===== src/rtl/shreg_jk_pkg.sv =====
// Package: shared definitions for the J-K entry shift register.
// Assumes: nothing beyond IEEE 1800-2017.
package shreg_jk_pkg;
    // Serial control code formed as {j, kb}
    typedef enum logic [1:0] {
        JK_CLEAR  = 2'b00,
        JK_HOLD   = 2'b01,
        JK_TOGGLE = 2'b10,
        JK_SET    = 2'b11
    } jk_code_t;
endpackage


===== src/rtl/jk_first_stage.sv =====
// Module: jk_first_stage
// Works out the next value of stage 0 for a shift from the J / active-low K
// pair and the current stage 0 value. Purely combinational.
// Assumes: the caller selects this result only on shift cycles.
module jk_first_stage
    import shreg_jk_pkg::*;
(
    input  logic cur_q0,
    input  logic ser_j,
    input  logic ser_kb,
    output logic next_q0
);
    jk_code_t code;

    // Decode the serial pair into set, clear, toggle or hold
    always_comb begin
        code = jk_code_t'({ser_j, ser_kb});
        unique case (code)
            JK_SET:    next_q0 = 1'b1;
            JK_CLEAR:  next_q0 = 1'b0;
            JK_TOGGLE: next_q0 = ~cur_q0;
            JK_HOLD:   next_q0 = cur_q0;
            default:   next_q0 = cur_q0;
        endcase
    end
endmodule


===== src/rtl/shift_stage_bank.sv =====
// Module: shift_stage_bank
// Holds the WIDTH stage flops. Each stage picks its parallel input on a load
// or its lower neighbour on a shift; stage 0 takes head_next on a shift.
// Assumes: rst_n is an asynchronous active-low clear (the block needs an
// overriding clear, so this bank does not follow the synchronous default).
module shift_stage_bank #(
    parameter int WIDTH = 4
) (
    input  logic             clk,
    input  logic             rst_n,
    input  logic             load_n,
    input  logic             head_next,
    input  logic [WIDTH-1:0] par_d,
    output logic [WIDTH-1:0] stages
);
    logic [WIDTH-1:0] nxt;

    // Stage 0 source: parallel bit or the J-K decode
    assign nxt[0] = load_n ? head_next : par_d[0];

    // Upper stages: parallel bit or the stage below
    generate
        for (genvar i = 1; i < WIDTH; i++) begin : g_stage
            assign nxt[i] = load_n ? stages[i-1] : par_d[i];
        end
    endgenerate

    // Stage flops with asynchronous clear
    always_ff @(posedge clk or negedge rst_n) begin
        if (!rst_n) stages <= '0;
        else        stages <= nxt;
    end


    rst_clear_chk: assert property (@(posedge clk) !rst_n |-> stages == '0);

    par_load_chk: assert property (@(posedge clk) disable iff (!rst_n)
        !load_n |=> stages == $past(par_d));

    shift_move_chk: assert property (@(posedge clk) disable iff (!rst_n)
        load_n |=> stages[WIDTH-1:1] == $past(stages[WIDTH-2:0]));
endmodule


===== src/rtl/jk_shift_reg.sv =====
// Module: jk_shift_reg (top)
// Shift register, loaded in parallel, with a J-K controlled entry stage and an
// inverted last-stage output.
// Assumes: WIDTH >= 2; rst_n is asynchronous and overrides all other inputs.
module jk_shift_reg #(
    parameter int WIDTH = 4
) (
    input  logic             clk,
    input  logic             rst_n,
    input  logic             load_n,
    input  logic             ser_j,
    input  logic             ser_kb,
    input  logic [WIDTH-1:0] par_d,
    output logic [WIDTH-1:0] q,
    output logic             q_last_n
);
    localparam int LAST = WIDTH - 1;

    logic head_next;

    jk_first_stage u_head (
        .cur_q0 (q[0]),
        .ser_j  (ser_j),
        .ser_kb (ser_kb),
        .next_q0(head_next)
    );

    shift_stage_bank #(.WIDTH(WIDTH)) u_bank (
        .clk      (clk),
        .rst_n    (rst_n),
        .load_n   (load_n),
        .head_next(head_next),
        .par_d    (par_d),
        .stages   (q)
    );

    // Inverted view of the last stage
    assign q_last_n = ~q[LAST];


    head_set_chk: assert property (@(posedge clk) disable iff (!rst_n)
        (load_n && ser_j && ser_kb) |=> q[0]);

    head_clear_chk: assert property (@(posedge clk) disable iff (!rst_n)
        (load_n && !ser_j && !ser_kb) |=> !q[0]);

    head_toggle_chk: assert property (@(posedge clk) disable iff (!rst_n)
        (load_n && ser_j && !ser_kb) |=> q[0] != $past(q[0]));

    head_hold_chk: assert property (@(posedge clk) disable iff (!rst_n)
        (load_n && !ser_j && ser_kb) |=> $stable(q[0]));

    last_inv_chk: assert property (@(posedge clk) q_last_n != q[LAST]);
endmodule


===== config.mk =====
export PLATFORM = sky130hd
export DESIGN_NAME = jk_shift_reg
export DESIGN_NICKNAME = d
export VERILOG_FILES = /design/src/rtl/shreg_jk_pkg.sv /design/src/rtl/jk_first_stage.sv /design/src/rtl/shift_stage_bank.sv /design/src/rtl/jk_shift_reg.sv
export SDC_FILE = /design/constraint.sdc
export NUM_CORES = 1
export LEC_CHECK = 0
export BUFFER_PORTS_ARGS = -buffer_cell sky130_fd_sc_hd__buf_2
export CAP_MARGIN = 20
export CORE_AREA = 10 10 47 49
export CTS_CLUSTER_DIAMETER = 200
export DETAILED_ROUTE_END_ITERATION = 6
export DIE_AREA = 0 0 57 59
export PLACE_DENSITY_LB_ADDON = 0.2
export SLEW_MARGIN = 40
export SYNTH_ARGS = -nofsm -noshare
export SYNTH_HDL_FRONTEND = slang
export SYNTH_HIERARCHICAL = 1
export SYNTH_SLANG_ARGS = --single-unit

===== constraint.sdc =====
create_clock -name clk -period 1.57 [get_ports clk]
set_clock_uncertainty 0.15 [all_clocks]
set_input_delay 0.0785 -clock clk [delete_from_list [all_inputs] [get_ports clk]]
set_output_delay 0.0785 -clock clk [all_outputs]
set_load 0.02 [all_outputs]

==> run summary <==
The worst path in the final design needs a cycle of 1230 ps, including I/O delays and setup. The arrival time of data at the critical path endpoint came out at 1190 ps. The clock share of power came out at 0.402.

The number of rows created at floorplan is 14. The cell-internal power is 0.237 mW. In this run the number of H-tree levels came out at 1. The final count of hold timing violations came out at 0. The clock tree buffer depth came out at 2. The number of antenna violations at the first check in global routing came out at 0. By startpoint and endpoint, the worst setup path is classified as register to register. The overall overflow remaining after global route came out at 0. Compared with the post-synthesis result, the final layout area differs by 96.2%. The clock sink count is 4. The number of global-route vias before repair came out at 190. The area of the die came out at 0.00336 mm2. The DRC violation total after the first TritonRoute iteration is 0. The fraction of registers with async set/reset is 1.00. After synthesis, the cell types taking the most area are sky130_fd_sc_hd__dfrtp_1 61%, sky130_fd_sc_hd__mux2_2 27%, sky130_fd_sc_hd__mux2_4 9.2%.

The die is 59 um tall. The share of the Yosys chip area taken by registers is 0.611. The quantity of I/O buffers inserted on ports came out at 13. The net total in the final layout is 42. The number of violations of the max-capacitance limit came out at 0. By count the netlist is led by 4 x sky130_fd_sc_hd__dfrtp_1, 4 x sky130_fd_sc_hd__mux2_2, 1 x sky130_fd_sc_hd__inv_1, 1 x sky130_fd_sc_hd__mux2_4.

The number of warnings issued by yosys is 6. The via count normalized by instance count came out at 3.38. The largest registers in the layout are u_bank/stages x4.

Of all nets on the critical path, the largest fanout is 3. The number of register bits inferred by synthesis is 4. The total number of vias is 159. The register ranked first by flip-flop count is u_bank/stages.

The share of total power dissipated in combinational logic is 0.221. The power after layout is 0.319 mW. The area of the core is 0.00140 mm2. The share of synthesized area in the top cell type comes to 0.611. The worst path meets setup with 341 ps of slack.

In this run the static leakage power is 0.162 nW. The headroom to the max-slew limit is 0.915. The final period utilization came out at 0.783.

The antenna diode count came out at 0. The remaining design rule violation count came out at 0. The initial utilization of the core area, before any placement, comes to 0.117.

Setup repair after global routing left no endpoint under its margin. The synthesized netlist net count is 19. The power per cell area is 991 mW/mm2. The critical path data required time is 1530 ps.

The average wire length per cell after detail routing is 11.3 um. In this run the clock root is driven by a sky130_fd_sc_hd__clkbuf_4. The wire length of the first global-routing pass came out at 821 um. The cell type contributing the most total cell area after synthesis is sky130_fd_sc_hd__dfrtp_1. The global router's overall resource usage came out at 0.0338. The worst setup path is launched from a register.

The synthesized area per cell is 16.4 um2. The count of cell types in the netlist is 4. STA classifies the critical path endpoint as a register. The total length of routed wires is 530 um. The number of nets with antenna violations after routing is 0.

The synthesized netlist occupies a cell area of 164 um2. For the pin with the worst max-slew slack, the measured transition is 128 ps. The flow ran to the end, and the final reports show no timing, DRC or antenna violations. After clock tree synthesis, the clock-pin slew on the worst setup and hold paths is 40 ps. The register with the most flip-flops in the layout has 4 of them.

Among all flip-flop cells after synthesis, the most frequent one is sky130_fd_sc_hd__dfrtp_1. The net switching power came out at 0.0817 mW. The half-perimeter wire length after placement came out at 430 um. 14 I/O pins were placed.

Clock tree synthesis inserted a total of 3 buffers. The routability congestion estimate from global placement is 0.656. The final setup TNS is 0 ps.

The total count of max-transition violations in the final report is 0. The number of enable flip-flop cells after synthesis is 0. At the later pin of the worst-skew pair, clock insertion delay measures 230 ps. Timing would allow up to 0.814 GHz. In the synthesized netlist, the number of instances is 10. The final setup violation count is 0. At the end of the flow the core is filled with cells to 0.229.

VDD sags by at most 0.344 mV. The largest net degree at the start of global routing is 5. The total iterations of the first detailed-routing run came out at 1. The class of the tightest hold or removal check is primary input to register.

TritonCTS built the clock tree. The switching part of the total is 0.256. The power share of the sequential group came out at 0.377. In the final layout, the share of cells above drive strength 1 is 0.677. Fill cells in the final layout number 163. The die is 57 um wide. Prior to clock tree synthesis, the placed netlist has a worst setup slack of 345 ps.
-- logic make-up after synthesis --
| family | count (synthesis) | synth area share |
|---|---|---|
| buffers and inverters | 1 | 0.0229 |
| flip-flops | 4 | 0.611 |
| multiplexers | 5 | 0.366 |
-- power by group through the flow --
stage	combinational [mW]	clock (mW)	sequential (mW)
after floorplan	0.0198	0	0.135
after global placement	0.0619	0	0.120
after detailed placement	0.0629	0	0.121
after CTS	0.0723	0.135	0.120
after global routing	0.0769	0.137	0.121
final	0.0704	0.128	0.120
-- critical path, cell delays in order (launching register included) --
cell and delay, ps:
sky130_fd_sc_hd__dfrtp_1 400, sky130_fd_sc_hd__mux2_4 300, sky130_fd_sc_hd__mux2_2 260
-- layout by cell type (no fill, tap or decap) --
| master | instances |
|---|---|
| sky130_fd_sc_hd__buf_2 | 13 |
| sky130_fd_sc_hd__clkbuf_4 | 3 |
| sky130_fd_sc_hd__dfrtp_1 | 4 |
| sky130_fd_sc_hd__dlygate4sd3_1 | 5 |
| sky130_fd_sc_hd__inv_1 | 1 |
| sky130_fd_sc_hd__mux2_2 | 4 |
| sky130_fd_sc_hd__mux2_4 | 1 |
-- routing by layer --
layer | share of wire | up-vias | global-route usage
met4 | 0 | 0 | 0.0302
met3 | 0.22 | 0 | 0.0429
met1 | 0.44 | 68 | 0.0288
li1 | - | 79 | -
met5 | 0 | - | 0
met2 | 0.34 | 12 | 0.0388
-- path summary, 6_finish.rpt --
kind	startpoint	to	slack, ps	cells past startpoint
worst max-delay path	u_bank/stages[0]$_DFF_PN0_	u_bank/stages[0]$_DFF_PN0_	340	2
worst min-delay path	load_n	u_bank/stages[3]$_DFF_PN0_	20	2
worst max register to register	u_bank/stages[0]$_DFF_PN0_	u_bank/stages[0]$_DFF_PN0_	340	2
worst min register to register	u_bank/stages[2]$_DFF_PN0_	u_bank/stages[3]$_DFF_PN0_	350	1
max in group asynchronous	rst_n	u_bank/stages[1]$_DFF_PN0_	1110	2
min in group asynchronous	rst_n	u_bank/stages[3]$_DFF_PN0_	40	2
-- per-stage QoR --
step                area (um2)  hold slack [ps]  std cells
finish                     322             18.8         47
global route               322             31.8         47
CTS                        322             16.5         47
detailed placement         249             -259         39
global placement           249             -261         39
floorplan                  164             -367         10
-- final cells by class --
type	instances	area, um2	share of cell area
Clock buffer	3	22.5	0.0700
Inverter	1	3.75	0.0117
Multi-Input combinational cell	5	60.1	0.187
Sequential cell	4	100	0.311
Tap cell	16	20.0	0.0623
Timing Repair Buffer	18	115	0.358
-- what timing repair did --
| item | CTS | global route |
|---|---|---|
| hold buffers | 5 | 0 |
| resized for setup | 0 | 0 |
| buffers inserted | 0 | 0 |
| endpoints found under the hold margin | 8 | 0 |
No activity file was read; power rests on OpenSTA's default activity.
